--- src/rtl/gpio_bank_pkg.sv ---
package gpio_bank_pkg;
    // Word addresses (byte offset / 4)
    localparam int unsigned W_REVISION = 'h000;
    localparam int unsigned W_DIR      = 'h04D;
    localparam int unsigned W_DIN      = 'h04E;
    localparam int unsigned W_DOUT     = 'h04F;
    localparam int unsigned W_CLR      = 'h064;
    localparam int unsigned W_SET      = 'h065;

    localparam logic [31:0] REVISION_WORD = 32'h5060_0801;
endpackage

--- src/rtl/gpio_in_sync.sv ---
module gpio_in_sync #(
    parameter int WIDTH  = 32,
    parameter int STAGES = 2
) (
    input  logic             clk,
    input  logic             rst_n,
    input  logic [WIDTH-1:0] pad_in,
    output logic [WIDTH-1:0] din_q
);
    logic [WIDTH-1:0] stage_q [STAGES];

    generate
        for (genvar s = 0; s < STAGES; s++) begin : g_stage
            always_ff @(posedge clk) begin
                if (!rst_n)
                    stage_q[s] <= '0;
                else if (s == 0)
                    stage_q[s] <= pad_in;
                else
                    stage_q[s] <= stage_q[(s == 0) ? 0 : s-1];
            end
        end
    endgenerate

    always_ff @(posedge clk) begin
        if (!rst_n) din_q <= '0;
        else        din_q <= stage_q[STAGES-1];
    end

    // the capture flop follows the last synchronizer stage one cycle later
    a_r6_capture_follows: assert property (@(posedge clk) disable iff (!rst_n)
        $stable(stage_q[STAGES-1]) |=> (din_q == $past(stage_q[STAGES-1])));
endmodule

--- src/rtl/gpio_out_regs.sv ---
module gpio_out_regs #(
    parameter int WIDTH = 32
) (
    input  logic             clk,
    input  logic             rst_n,
    input  logic             wr_dir,
    input  logic             wr_dout,
    input  logic             wr_set,
    input  logic             wr_clr,
    input  logic [WIDTH-1:0] wdata,
    output logic [WIDTH-1:0] dir_q,
    output logic [WIDTH-1:0] lat_q
);
    logic [WIDTH-1:0] lat_d;

    always_comb begin
        lat_d = lat_q;
        if (wr_dout) lat_d = wdata;
        if (wr_set)  lat_d = lat_d | wdata;
        if (wr_clr)  lat_d = lat_d & ~wdata;
    end

    always_ff @(posedge clk) begin
        if (!rst_n) begin
            dir_q <= '1;
            lat_q <= '0;
        end else begin
            if (wr_dir) dir_q <= wdata;
            lat_q <= lat_d;
        end
    end

    // set alias forces the ones and keeps the rest
    a_r4_set_ones: assert property (@(posedge clk) disable iff (!rst_n)
        (wr_set && !wr_clr && !wr_dout) |=>
            ((lat_q & $past(wdata)) == $past(wdata)) &&
            ((lat_q & ~$past(wdata)) == ($past(lat_q) & ~$past(wdata))));

    // clear alias drops the ones and keeps the rest
    a_r5_clr_ones: assert property (@(posedge clk) disable iff (!rst_n)
        (wr_clr && !wr_set && !wr_dout) |=>
            ((lat_q & $past(wdata)) == '0) &&
            ((lat_q & ~$past(wdata)) == ($past(lat_q) & ~$past(wdata))));

    // without a latch write strobe the latch holds
    a_r8_latch_hold: assert property (@(posedge clk) disable iff (!rst_n)
        !(wr_set || wr_clr || wr_dout) |=> $stable(lat_q));
endmodule

--- src/rtl/gpio_rd_mux.sv ---
module gpio_rd_mux
    import gpio_bank_pkg::*;
#(
    parameter int WIDTH  = 32,
    parameter int ADDR_W = 8
) (
    input  logic              clk,
    input  logic              rst_n,
    input  logic              rd_en,
    input  logic [ADDR_W-1:0] addr,
    input  logic [WIDTH-1:0]  dir_q,
    input  logic [WIDTH-1:0]  din_q,
    input  logic [WIDTH-1:0]  lat_q,
    output logic [WIDTH-1:0]  rd_data
);
    logic [WIDTH-1:0] sel_word;

    always_comb begin
        sel_word = '0;
        if (addr == ADDR_W'(W_REVISION)) sel_word = WIDTH'(REVISION_WORD);
        if (addr == ADDR_W'(W_DIR))      sel_word = dir_q;
        if (addr == ADDR_W'(W_DIN))      sel_word = din_q;
        if (addr == ADDR_W'(W_DOUT))     sel_word = lat_q;
    end

    always_ff @(posedge clk) begin
        if (!rst_n)     rd_data <= '0;
        else if (rd_en) rd_data <= sel_word;
        else            rd_data <= '0;
    end

    // an idle cycle leaves the read bus at zero
    a_r9_idle_zero: assert property (@(posedge clk) disable iff (!rst_n)
        !rd_en |=> (rd_data == '0));

    // a revision read always returns the constant
    a_r7_revision: assert property (@(posedge clk) disable iff (!rst_n)
        (rd_en && addr == ADDR_W'(W_REVISION)) |=> (rd_data == WIDTH'(REVISION_WORD)));
endmodule

--- src/rtl/gpio_bank_regs.sv ---
module gpio_bank_regs
    import gpio_bank_pkg::*;
#(
    parameter int WIDTH       = 32,
    parameter int ADDR_W      = 8,
    parameter int SYNC_STAGES = 2
) (
    input  logic              clk,
    input  logic              rst_n,
    input  logic              wr_en,
    input  logic              rd_en,
    input  logic [ADDR_W-1:0] addr,
    input  logic [WIDTH-1:0]  wdata,
    output logic [WIDTH-1:0]  rd_data,
    input  logic [WIDTH-1:0]  pad_in,
    output logic [WIDTH-1:0]  pad_out,
    output logic [WIDTH-1:0]  pad_oe
);
    logic             wr_dir, wr_dout, wr_set, wr_clr;
    logic [WIDTH-1:0] dir_q, lat_q, din_q;

    always_comb begin
        wr_dir  = wr_en && (addr == ADDR_W'(W_DIR));
        wr_dout = wr_en && (addr == ADDR_W'(W_DOUT));
        wr_set  = wr_en && (addr == ADDR_W'(W_SET));
        wr_clr  = wr_en && (addr == ADDR_W'(W_CLR));
    end

    gpio_in_sync #(.WIDTH(WIDTH), .STAGES(SYNC_STAGES)) u_sync (
        .clk    (clk),
        .rst_n  (rst_n),
        .pad_in (pad_in),
        .din_q  (din_q)
    );

    gpio_out_regs #(.WIDTH(WIDTH)) u_out (
        .clk     (clk),
        .rst_n   (rst_n),
        .wr_dir  (wr_dir),
        .wr_dout (wr_dout),
        .wr_set  (wr_set),
        .wr_clr  (wr_clr),
        .wdata   (wdata),
        .dir_q   (dir_q),
        .lat_q   (lat_q)
    );

    gpio_rd_mux #(.WIDTH(WIDTH), .ADDR_W(ADDR_W)) u_rd (
        .clk     (clk),
        .rst_n   (rst_n),
        .rd_en   (rd_en),
        .addr    (addr),
        .dir_q   (dir_q),
        .din_q   (din_q),
        .lat_q   (lat_q),
        .rd_data (rd_data)
    );

    assign pad_out = lat_q;
    assign pad_oe  = ~dir_q;

    // a direction write sets the drive enables to its inverse
    a_r2_dir_to_oe: assert property (@(posedge clk) disable iff (!rst_n)
        (wr_en && addr == ADDR_W'(W_DIR)) |=> (pad_oe == ~$past(wdata)));

    // a direct latch write appears on the pads
    a_r3_dout_to_pad: assert property (@(posedge clk) disable iff (!rst_n)
        (wr_en && addr == ADDR_W'(W_DOUT)) |=> (pad_out == $past(wdata)));

    // an unmapped write disturbs neither pad vector
    a_r8_unmapped_write: assert property (@(posedge clk) disable iff (!rst_n)
        (wr_en && addr != ADDR_W'(W_DIR) && addr != ADDR_W'(W_DOUT) &&
         addr != ADDR_W'(W_SET) && addr != ADDR_W'(W_CLR))
            |=> ($stable(pad_oe) && $stable(pad_out)));
endmodule

--- config.mk ---
export PLATFORM = sky130hd
export DESIGN_NAME = gpio_bank_regs
export DESIGN_NICKNAME = d
export VERILOG_FILES = /design/src/rtl/gpio_bank_pkg.sv /design/src/rtl/gpio_in_sync.sv /design/src/rtl/gpio_out_regs.sv /design/src/rtl/gpio_rd_mux.sv /design/src/rtl/gpio_bank_regs.sv
export SDC_FILE = /design/constraint.sdc
export NUM_CORES = 1
export LEC_CHECK = 0
export ABC_AREA = 1
export BUFFER_PORTS_ARGS = -buffer_cell sky130_fd_sc_hd__buf_2
export CAP_MARGIN = 20
export CORE_UTILIZATION = 53
export DETAILED_ROUTE_END_ITERATION = 8
export PLACE_DENSITY = 0.79
export REMOVE_ABC_BUFFERS = 1
export SYNTH_ARGS = -nofsm -noshare
export SYNTH_HDL_FRONTEND = slang
export SYNTH_SLANG_ARGS = --single-unit
--- constraint.sdc ---
create_clock -name clk -period 1.55 [get_ports clk]
set_clock_uncertainty 0.15 [all_clocks]
set_input_delay 0 -clock clk [delete_from_list [all_inputs] [get_ports clk]]
set_output_delay 0 -clock clk [all_outputs]
set_load 0.05 [all_outputs]
==> summary.md, run 1 <==
| Metric | Value |
|---|---|
| All-Layer GR Usage | 0.310 |
| Slew @ Worst Pin | 0.510 ns |
| Hold slack | 0.0388 ns |
| Gate power share | 0.067 |
| Largest net degree at the start of global routing | 55 |
| Worst Setup End Kind | flip-flop |
| Clk sinks | 192 |
| Type of the worst min-delay path | primary input to flip-flop |
| Worst vdd ir | 0.789 mV |
| Prevailing post-synth register cell | dfxtp_1 |
| Slew Limit Fails | 0 |
| Final core occ | 0.794 |
| Layout cell share with drive strength beyond 1 | 0.194 |
| Async SR Flop Fraction | 0 |
| Iteration-0 DRC Markers | 750 |
| Final Critical Period | 1.52 ns |
| Crit path required time | 1.71 ns |
| Sequential cell area fraction in the yosys report | 0.547 |
| Distinct cell type count after synthesis | 19 |
| Setup violations, final | 0 |
| Post-Syn Area | 7030 um2 |
| Area of the multi-input gates | 2170 um2 |
| Global-route wire length before repair | 31.9 mm |
| DR vias | 7031 |
| H-tree levels | 4 |
| CTS root buf | clkbuf_16 |
| Starting Density | 0.550 |
| NetSw | 2190 uW |
| CP Data Arrival Time | 1.68 ns |
| Number of flops mapped to enable cells by yosys | 0 |
| Drt drc | 0 |
| Max-cap check violation count | 0 |
| Core box area | 12800 um2 |
| Syn. warnings | 0 |
| Post-layout net count | 1299 |
| Worst skew pair latency | 0.43 ns |
| Leak | 0.00568 uW |
| Total Die Area | 13700 um2 |
| Fmax | 656 MHz |
| Reg clk slew, reported paths | 0.07 ns |
| Aggregate global routing overflow | 0 |
| Final Hold Fails | 0 |
| PD cells | 1040 nW/um2 |
| TritonRoute pass-1 iters | 5 |
| Cells after synthesis | 932 |
| Final wirelength | 21.2 mm |
| Post-route total power | 10500 uW |
| Avg Inst Size Synth | 7.54 um2 |
| Final setup TNS | 0 ns |
| Num rows | 41 |
| Routability Congestion | 0.796 |
| Area Growth Syn to Fin | 44.3% |
| Die width | 117 um |
| Vias in the first global route | 6711 |
| Kind of critical path | primary input to flip-flop |
| Vias/cell | 5.00 |
| Post-DP HPWL | 10.4 mm |
| Die Ht | 117 um |
| Rel. slew slack | 0.659 |
| Period utilization | 0.983 |
| Status | complete, no violations |
| P_int | 8310 uW |
| Sequential standard cell area | 3840 um2 |
| Initial antenna violation count | 1 |
| I/O pins | 172 |
| TritonCTS buffer count | 17 |
| Routed len/inst | 15.1 um |
| FF+latch count, synth | 192 |
| Sw Ratio | 0.208 |
| Critical Path Start Type | primary input |
| Register share of total power | 0.482 |
| CTS max path bufs | 2 |
| Fill count | 802 |
| Crit Path Max Fanout | 27 |
| Clock share of power | 0.451 |
| # port buffers | 171 |
| CTS tree | built |
| Antenna-violating nets left | 0 |
==> cell usage after synthesis, types with 2 or more instances <==
cell type / number / area, um2
dfxtp_1: 192 / 3840
o21ai_0: 43 / 215
buf_1: 3 / 11.3
buf_4: 9 / 67.6
nand2_2: 3 / 18.8
nand3_1: 72 / 360
a21oi_1: 32 / 160
clkbuf_1: 25 / 93.8
nor2_4: 3 / 33.8
buf_2: 13 / 65.1
o21ai_1: 7 / 35.0
nand2_1: 267 / 1000
o211ai_1: 32 / 240
inv_2: 2 / 7.51
nor2_1: 18 / 67.6
nor2_2: 2 / 12.5
inv_1: 207 / 777
==> cells by family (layout without fill, tap and decap cells) <==
group	after synthesis	count (layout)	share of synthesized area
AND/OR/NAND/NOR	367	367	0.215
buffers and inverters	259	561	0.145
flip-flops	192	192	0.547
AO/OA/AOI/OAI	114	114	0.0926
other	0	1	0
==> cell usage in the layout, fill, tap and decap left out <==
cell and count:
dlygate4sd3_1 124, inv_2 2, nor2_1 18, clkinvlp_4 1, diode_2 1, o21ai_0 43
nor2_4 4, inv_1 207, nor2_2 1, clkinv_4 2, nand3_1 71, clkbuf_1 1
nand2_1 267, bufinv_16 5, buf_2 170, buf_6 1, nand4_1 1, a21oi_1 32
dfxtp_1 192, o21ai_1 7, clkinv_2 2, nand3_2 2, buf_4 14, nand2_2 3
o211ai_1 32, clkbuf_8 2, buf_12 11, clkbuf_16 19
==> registers in the layout, indices dropped and copies added (netlist names) <==
| signal | cells |
|---|---|
| u_sync.stage_q | 64 |
| u_out.lat_q | 32 |
| u_rd.rd_data | 32 |
| u_out.dir_q | 32 |
| u_sync.din_q | 32 |
==> critical path, stage by stage <==
cell and delay, ns:
buf_2 0.10, inv_1 0.06, nand2_1 0.08, nor2_4 0.17, nand2_2 0.10, nor2_4 0.13, buf_12 0.14, clkbuf_16 0.21
o211ai_1 0.10, dlygate4sd3_1 0.57
==> power groups by stage <==
stage / logic (uW) / registers, uW / clock network, uW
final: 699 / 5070 / 4740
after global routing: 760 / 5070 / 4990
after CTS: 660 / 5070 / 4770
after detailed placement: 437 / 5180 / 0
after global placement: 428 / 5170 / 0
after floorplan: 169 / 5180 / 0
==> through the flow <==
step / cells / setup slack [ns] / cell area (um2)
2_1_floorplan: 882 / -0.590 / 6790
3_3_place_gp: 1245 / 0.231 / 8120
3_5_place_dp: 1245 / 0.198 / 8120
4_1_cts: 1401 / 0.129 / 10000
5_1_grt: 1407 / -0.00258 / 10100
6_report: 1407 / 0.0260 / 10100
==> path summary, 6_finish.rpt <==
path,start,end,slack (ns),cells after the start
worst max-delay path,addr[4],u_out.dir_q[10]$_SDFFE_PN1P_,0.03,10
worst min-delay path,addr[0],u_rd.rd_data[30]$_SDFF_PN0_,0.04,6
worst max register to register,u_out.dir_q[30]$_SDFFE_PN1P_,u_out.dir_q[30]$_SDFFE_PN1P_,0.09,3
worst min register to register,u_sync.stage_q[0][9]$_SDFF_PN0_,u_sync.stage_q[1][9]$_SDFF_PN0_,0.26,2
==> per-layer routing <==
| metal | GRT usage | wire [um] |
|---|---|---|
| met1 | 0.350 | 8080 |
| met2 | 0.556 | 10700 |
| met3 | 0.0721 | 1900 |
| met4 | 0.138 | 508 |
| met5 | 0 | 0 |
==> area by class of cell <==
cell class / instances / share of cell area
Sequential cell: 192 / 0.379
Timing Repair Buffer: 322 / 0.244
Multi-Input combinational cell: 481 / 0.214
Inverter: 209 / 0.0774
Clock buffer: 20 / 0.0450
Tap cell: 172 / 0.0212
Clock inverter: 10 / 0.0183
Antenna cell: 1 / 0.000247
==> repair_timing <==
item	in CTS	in global routing
resized for setup	0	2
hold endpoints to repair	174	1
buffers inserted	0	3
hold buffers	126	1
endpoints found under the setup margin	0	14
No activity file was read; power rests on OpenSTA's default activity.
==> inputs of run 2 (changes only) <==
--- a/config.mk
+++ b/config.mk
@@ -9,6 +9,7 @@
 export BUFFER_PORTS_ARGS = -buffer_cell sky130_fd_sc_hd__buf_2
 export CAP_MARGIN = 20
 export CORE_UTILIZATION = 53
+export CTS_BUF_LIST = sky130_fd_sc_hd__clkbuf_8 sky130_fd_sc_hd__clkbuf_16
 export DETAILED_ROUTE_END_ITERATION = 8
 export PLACE_DENSITY = 0.79
 export REMOVE_ABC_BUFFERS = 1
==> run 2 against run 1 <==
Design area unchanged. Hold slack improved by 0.00091 ns. Power about the same. Maximum frequency about the same. Clock power about the same. Combinational power about the same. Critical path depth unchanged. Setup slack got worse by 0.00094 ns.
==> summary.md, run 2 (synthesis gave the netlist of run 1 again) <==
| Metric | Value |
|---|---|
| Status | complete, no violations |
| TritonRoute pass-1 iters | 5 |
| Setup violations, final | 0 |
| Final wirelength | 21.2 mm |
| Die Ht | 117 um |
| Most frequent cells in the layout | nand2_1, inv_1, dfxtp_1 |
| Initial antenna violation count | 1 |
| Layout cell share with drive strength beyond 1 | 0.194 |
| Leak | 0.00568 uW |
| CTS tree | built |
| Final Hold Fails | 0 |
| Drt drc | 0 |
| Vias/cell | 4.99 |
| All-Layer GR Usage | 0.310 |
| Most Frequent Cell on Critical Path | nor2_4 |
| Register share of total power | 0.483 |
| Placed Cells | 1245 |
| DR vias | 7027 |
| Gate power share | 0.067 |
| Num rows | 41 |
| Max reg flops | 64 |
| Iteration-0 DRC Markers | 750 |
| Type of the worst min-delay path | primary input to flip-flop |
| Sequential standard cell area | 3840 um2 |
| TritonCTS buffer count | 17 |
| PD cells | 1040 nW/um2 |
| Aggregate global routing overflow | 0 |
| Routability Congestion | 0.796 |
| Top delay family on crit path | buffers and inverters |
| Vias in the first global route | 6711 |
| Antenna-violating nets left | 0 |
| Crit-path max cell delay | 0.57 ns |
| Top reg by flops | u_sync.stage_q |
| Crit path required time | 1.71 ns |
| Slew @ Worst Pin | 0.511 ns |
| CP Data Arrival Time | 1.68 ns |
| CTS max path bufs | 2 |
| Layout Cells excl Fill | 1407 |
| DP Worst Slack | 0.198 ns |
| Commonest non-fill, non-tap cell in the layout | nand2_1 |
| Post-route total power | 10500 uW |
| Routed len/inst | 15.1 um |
| Post-layout net count | 1299 |
| Final worst slack | 0.0250 ns |
| Largest net degree at the start of global routing | 55 |
| Final setup TNS | 0 ns |
| Placed Area | 8120 um2 |
| Reg clk slew, reported paths | 0.07 ns |
| Slowest CP cell | dlygate4sd3_1 |
| Kind of critical path | primary input to flip-flop |
| CP Cell Sequence | buf_2 -> inv_1 -> nand2_1 -> nor2_4 -> nand2_2 -> nor2_4 -> buf_12 -> clkbuf_16 -> o211ai_1 -> dlygate4sd3_1 |
| Die width | 117 um |
| Area Growth Syn to Fin | 44.3% |
| Slew Limit Fails | 0 |
| Clk sinks | 192 |
| Rel. slew slack | 0.659 |
| Worst skew pair latency | 0.42 ns |
| P_int | 8310 uW |
| Area of the multi-input gates | 2170 um2 |
| Final Instance Area | 10100 um2 |
| Period utilization | 0.984 |
| Critical Path Start Type | primary input |
| Fmax | 656 MHz |
| # port buffers | 171 |
| Post-DP HPWL | 10.4 mm |
| Worst Setup End Kind | flip-flop |
| Fill count | 802 |
| Final Critical Period | 1.52 ns |
| Worst vdd ir | 0.789 mV |
| Sw Ratio | 0.208 |
| I/O pins | 172 |
| Core box area | 12800 um2 |
| Starting Density | 0.550 |
| NetSw | 2190 uW |
| Crit Path Max Fanout | 27 |
| CTS root buf | clkbuf_16 |
| H-tree levels | 4 |
| Max-cap check violation count | 0 |
| Global-route wire length before repair | 31.9 mm |
| Crit path buf inv count | 5 |
| Total Die Area | 13700 um2 |
| Clock share of power | 0.451 |
-- run 2: changes by cell type in the layout (fill, tap and decap cells not counted), sizes merged --
| cell | previous run | this run |
|---|---|---|
| inv | 209 | 210 |
| clkbuf | 22 | 21 |
-- run 2: through the flow --
| step | hold slack [ns] | utilization |
|---|---|---|
| after global placement | 0.0295 | 0.636 |
| after floorplan | -0.0565 | - |
| after global routing | 0.0441 | 0.794 |
| final | 0.0397 | 0.794 |
| after detailed placement | 0.0353 | 0.636 |
| after CTS | 0.0212 | 0.786 |
-- run 2: layer usage --
metal	vias to the layer above	GRT usage	share of wire
met5	-	0	0
met4	0	0.138	0.023
met3	52	0.0721	0.090
met2	392	0.556	0.51
met1	3208	0.350	0.38
li1	3375	-	-
-- run 2: power groups by stage --
stage | Clock (uW) | Sequential [uW] | Combinational, uW
after floorplan | 0 | 5180 | 169
after global placement | 0 | 5170 | 428
after detailed placement | 0 | 5180 | 437
after CTS | 4760 | 5070 | 660
after global routing | 4980 | 5070 | 760
final | 4730 | 5070 | 699
-- run 2: layout make-up --
class	instances	share of cell area
multi-input cells	481	0.214
clock buffers	19	0.0447
diodes	1	0.000247
clock inverters	11	0.0186
well taps	172	0.0212
inverters	209	0.0774
repair buffers	322	0.244
flip-flops and latches	192	0.379
-- run 2: final timing paths --
kind | start | endpoint | slack, ns | cells past startpoint
min | addr[0] | u_rd.rd_data[30]$_SDFF_PN0_ | 0.04 | 6
max reg2reg | u_out.dir_q[30]$_SDFFE_PN1P_ | u_out.dir_q[30]$_SDFFE_PN1P_ | 0.09 | 3
min reg2reg | u_sync.stage_q[0][9]$_SDFF_PN0_ | u_sync.stage_q[1][9]$_SDFF_PN0_ | 0.26 | 2
max | addr[4] | u_out.dir_q[10]$_SDFFE_PN1P_ | 0.03 | 10
-- run 2: timing repair --
| item | in CTS | in global routing |
|---|---|---|
| endpoints found under the setup margin | 0 | 14 |
| endpoints found under the hold margin | 174 | 1 |
| gates resized for setup | 0 | 2 |
| hold buffers | 126 | 1 |
| setup buffers | 0 | 3 |
-- run 2: worst reg2reg max path, delay by kind of cell (launching register included) --
family          cells  cell delay (ns)
compound gates      1             0.24
flops               1             0.34
buf+inv             2             0.67
==> inputs of run 3 (changes only) <==
--- a/config.mk
+++ b/config.mk
@@ -7,12 +7,14 @@
 export LEC_CHECK = 0
 export ABC_AREA = 1
 export BUFFER_PORTS_ARGS = -buffer_cell sky130_fd_sc_hd__buf_2
-export CAP_MARGIN = 20
-export CORE_UTILIZATION = 53
+export CELL_PAD_IN_SITES_DETAIL_PLACEMENT = 1
+export CELL_PAD_IN_SITES_GLOBAL_PLACEMENT = 1
+export CORE_UTILIZATION = 38
 export CTS_BUF_LIST = sky130_fd_sc_hd__clkbuf_8 sky130_fd_sc_hd__clkbuf_16
 export DETAILED_ROUTE_END_ITERATION = 8
-export PLACE_DENSITY = 0.79
+export PLACE_DENSITY_LB_ADDON = 0.1
 export REMOVE_ABC_BUFFERS = 1
+export SLEW_MARGIN = 20
 export SYNTH_ARGS = -nofsm -noshare
 export SYNTH_HDL_FRONTEND = slang
 export SYNTH_SLANG_ARGS = --single-unit
==> run 3 against run 2 <==
Sequential power about the same. Count of clock-buffer cells in the layout is the same. Global-route usage fell by 8.7 points. First-iteration DRC count down 65%. Wire length increased by 1.3%. Register-to-register slack better by 0.11 ns. Design area fell by 2.2%. Die area grew 39%. Sequential share of layout area increased by 0.84 points. Setup slack improved by 0.052 ns. Critical path depth down 5. Sequential cell count is the same. Critical path type unchanged. Critical endpoint is now u_out.dir_q[31]$_SDFFE_PN1P_.
==> summary.md, run 3 (synthesis gave the netlist of run 1 again) <==
| Metric | Value |
|---|---|
| Top reg by flops | u_sync.stage_q |
| Final Hold Fails | 0 |
| CTS max path bufs | 2 |
| HP Start | wr_en |
| Routability Congestion | 0.738 |
| Global-route wire length before repair | 32.3 mm |
| WHS Path Cells | 5 |
| Slew @ Worst Pin | 0.430 ns |
| Placed Area | 8250 um2 |
| Slew Limit Fails | 0 |
| DR vias | 6639 |
| Clock share of power | 0.438 |
| Clk sinks | 192 |
| Post-layout net count | 1273 |
| Area Growth Syn to Fin | 41.1% |
| Worst skew pair latency | 0.44 ns |
| Worst Setup End Kind | flip-flop |
| Largest net degree at the start of global routing | 59 |
| Sw Ratio | 0.240 |
| Total Die Area | 19000 um2 |
| Setup violations, final | 0 |
| Crit path buf inv count | 4 |
| Initial antenna violation count | 0 |
| Crit-path max cell delay | 0.57 ns |
| Placed Cells | 1306 |
| Rel. slew slack | 0.714 |
| Top delay family on crit path | buffers and inverters |
| CTS tree | built |
| Aggregate global routing overflow | 0 |
| CP Cell Sequence | dlygate4sd3_1 -> buf_6 -> buf_16 -> o211ai_1 -> dlygate4sd3_1 |
| Layout Cells excl Fill | 1439 |
| R2R depth | 3 |
| Die width | 138 um |
| Layout cell share with drive strength beyond 1 | 0.206 |
| Iteration-0 DRC Markers | 266 |
| Register share of total power | 0.498 |
| Most frequent cells in the layout | nand2_1, inv_1, dfxtp_1 |
| Most Frequent Cell on Critical Path | dlygate4sd3_1 |
| Kind of critical path | primary input to flip-flop |
| Post-DP HPWL | 13.0 mm |
| Antenna-violating nets left | 0 |
| H-tree levels | 4 |
| Hold Path Sink | u_out.lat_q[22]$_SDFF_PN0_ |
| Final core occ | 0.550 |
| Final Instance Area | 9920 um2 |
| Worst R2R End | u_out.dir_q[7]$_SDFFE_PN1P_ |
| Worst vdd ir | 0.809 mV |
| Gate power share | 0.065 |
| CP Data Arrival Time | 1.65 ns |
| Starting Density | 0.390 |
| CP Depth | 5 |
| ANT cells | 0 |
| Critical Path Start Type | primary input |
| NetSw | 2440 uW |
| Crit Path Max Fanout | 29 |
| I/O pins | 172 |
| Max-cap check violation count | 0 |
| Vias/cell | 4.61 |
| Final Critical Period | 1.47 ns |
| Routed len/inst | 14.9 um |
| Commonest non-fill, non-tap cell in the layout | nand2_1 |
| Max reg flops | 64 |
| Num rows | 49 |
| Fmax | 679 MHz |
| Status | complete, no violations |
| Crit path required time | 1.73 ns |
| Period utilization | 0.950 |
| Leak | 0.00563 uW |
| P_int | 7730 uW |
| PD cells | 1030 nW/um2 |
| TritonRoute pass-1 iters | 4 |
| Slowest CP cell | dlygate4sd3_1 |
| Die Ht | 138 um |
| # port buffers | 171 |
| Final wirelength | 21.5 mm |
| All-Layer GR Usage | 0.223 |
| Hold slack | 0.0394 ns |
| Core box area | 18000 um2 |
| TritonCTS buffer count | 17 |
| Vias in the first global route | 6495 |
| Reg clk slew, reported paths | 0.08 ns |
| CTS root buf | clkbuf_16 |
| R2R Setup Slk | 0.20 ns |
| Reg2reg start | u_out.dir_q[7]$_SDFFE_PN1P_ |
| Type of the worst min-delay path | primary input to flip-flop |
| Drt drc | 0 |
-- run 3: cell types whose count changed in the layout (fill, tap and decap cells not counted), moves of 2 or more --
cell,delta
buf_12,-3
clkinv_2,-2
inv_8,+2
dlygate4sd3_1,-34
inv_6,+4
buf_4,+7
buf_16,+2
clkbuf_16,+2
bufinv_16,-4
clkinv_4,+3
-- run 3: metrics by stage --
| stage | worst slack [ns] | setup TNS (ns) | total power (uW) |
|---|---|---|---|
| global placement | 0.121 | 0 | 5620 |
| global route | -0.00716 | -0.00716 | 10500 |
| CTS | 0.0329 | 0 | 10200 |
| finish | 0.0774 | 0 | 10200 |
| floorplan | -0.590 | -43.74 | 5350 |
| detailed placement | 0.116 | 0 | 5640 |
-- run 3: worst reg2reg max path, stage by stage, from the launching register on --
cell,delay [ns]
dfxtp_1,0.34
inv_1,0.07
o211ai_1,0.18
dlygate4sd3_1,0.56
-- run 3: routing by layer --
layer | global-route usage | vias to the layer above | part of all wire | wire length (um)
met4 | 0.0749 | 0 | 0.013 | 289
met1 | 0.270 | 3146 | 0.45 | 9580
met3 | 0.0351 | 24 | 0.038 | 821
met5 | 0 | - | 0 | 0
met2 | 0.399 | 148 | 0.50 | 10800
li1 | - | 3321 | - | -
-- run 3: power groups by stage --
stage	combinational (uW)	sequential [uW]	clock (uW)
2_1_floorplan	169	5180	0
3_3_place_gp	450	5170	0
3_5_place_dp	459	5180	0
4_1_cts	627	5060	4560
5_1_grt	731	5070	4720
6_report	657	5060	4450
-- run 3: worst max-delay path by stage --
stage,start,end,slack (ns)
3_5_place_dp,addr[7],u_out.lat_q[5]$_SDFF_PN0_,0.12
6_report,rst_n,u_out.dir_q[31]$_SDFFE_PN1P_,0.08
3_3_place_gp,addr[7],u_rd.rd_data[30]$_SDFF_PN0_,0.12
4_1_cts,rst_n,u_out.dir_q[31]$_SDFFE_PN1P_,0.03
5_1_grt,addr[7],u_out.dir_q[26]$_SDFFE_PN1P_,-0.007
2_1_floorplan,addr[7],u_rd.rd_data[10]$_SDFF_PN0_,-0.59
-- run 3: repair_timing --
action,CTS,global route
buffers inserted,0,7
setup endpoints to repair,0,9
endpoints found under the hold margin,165,0
hold buffers,91,0
resized for setup,0,3
-- run 3: area by class of cell --
| type | count | area (um2) |
|---|---|---|
| flip-flops and latches | 192 | 3840 |
| fillers | 2260 | 8110 |
| inverters | 209 | 785 |
| well taps | 229 | 287 |
| multi-input cells | 481 | 2170 |
| clock inverters | 13 | 148 |
| clock buffers | 19 | 453 |
| repair buffers | 296 | 2240 |
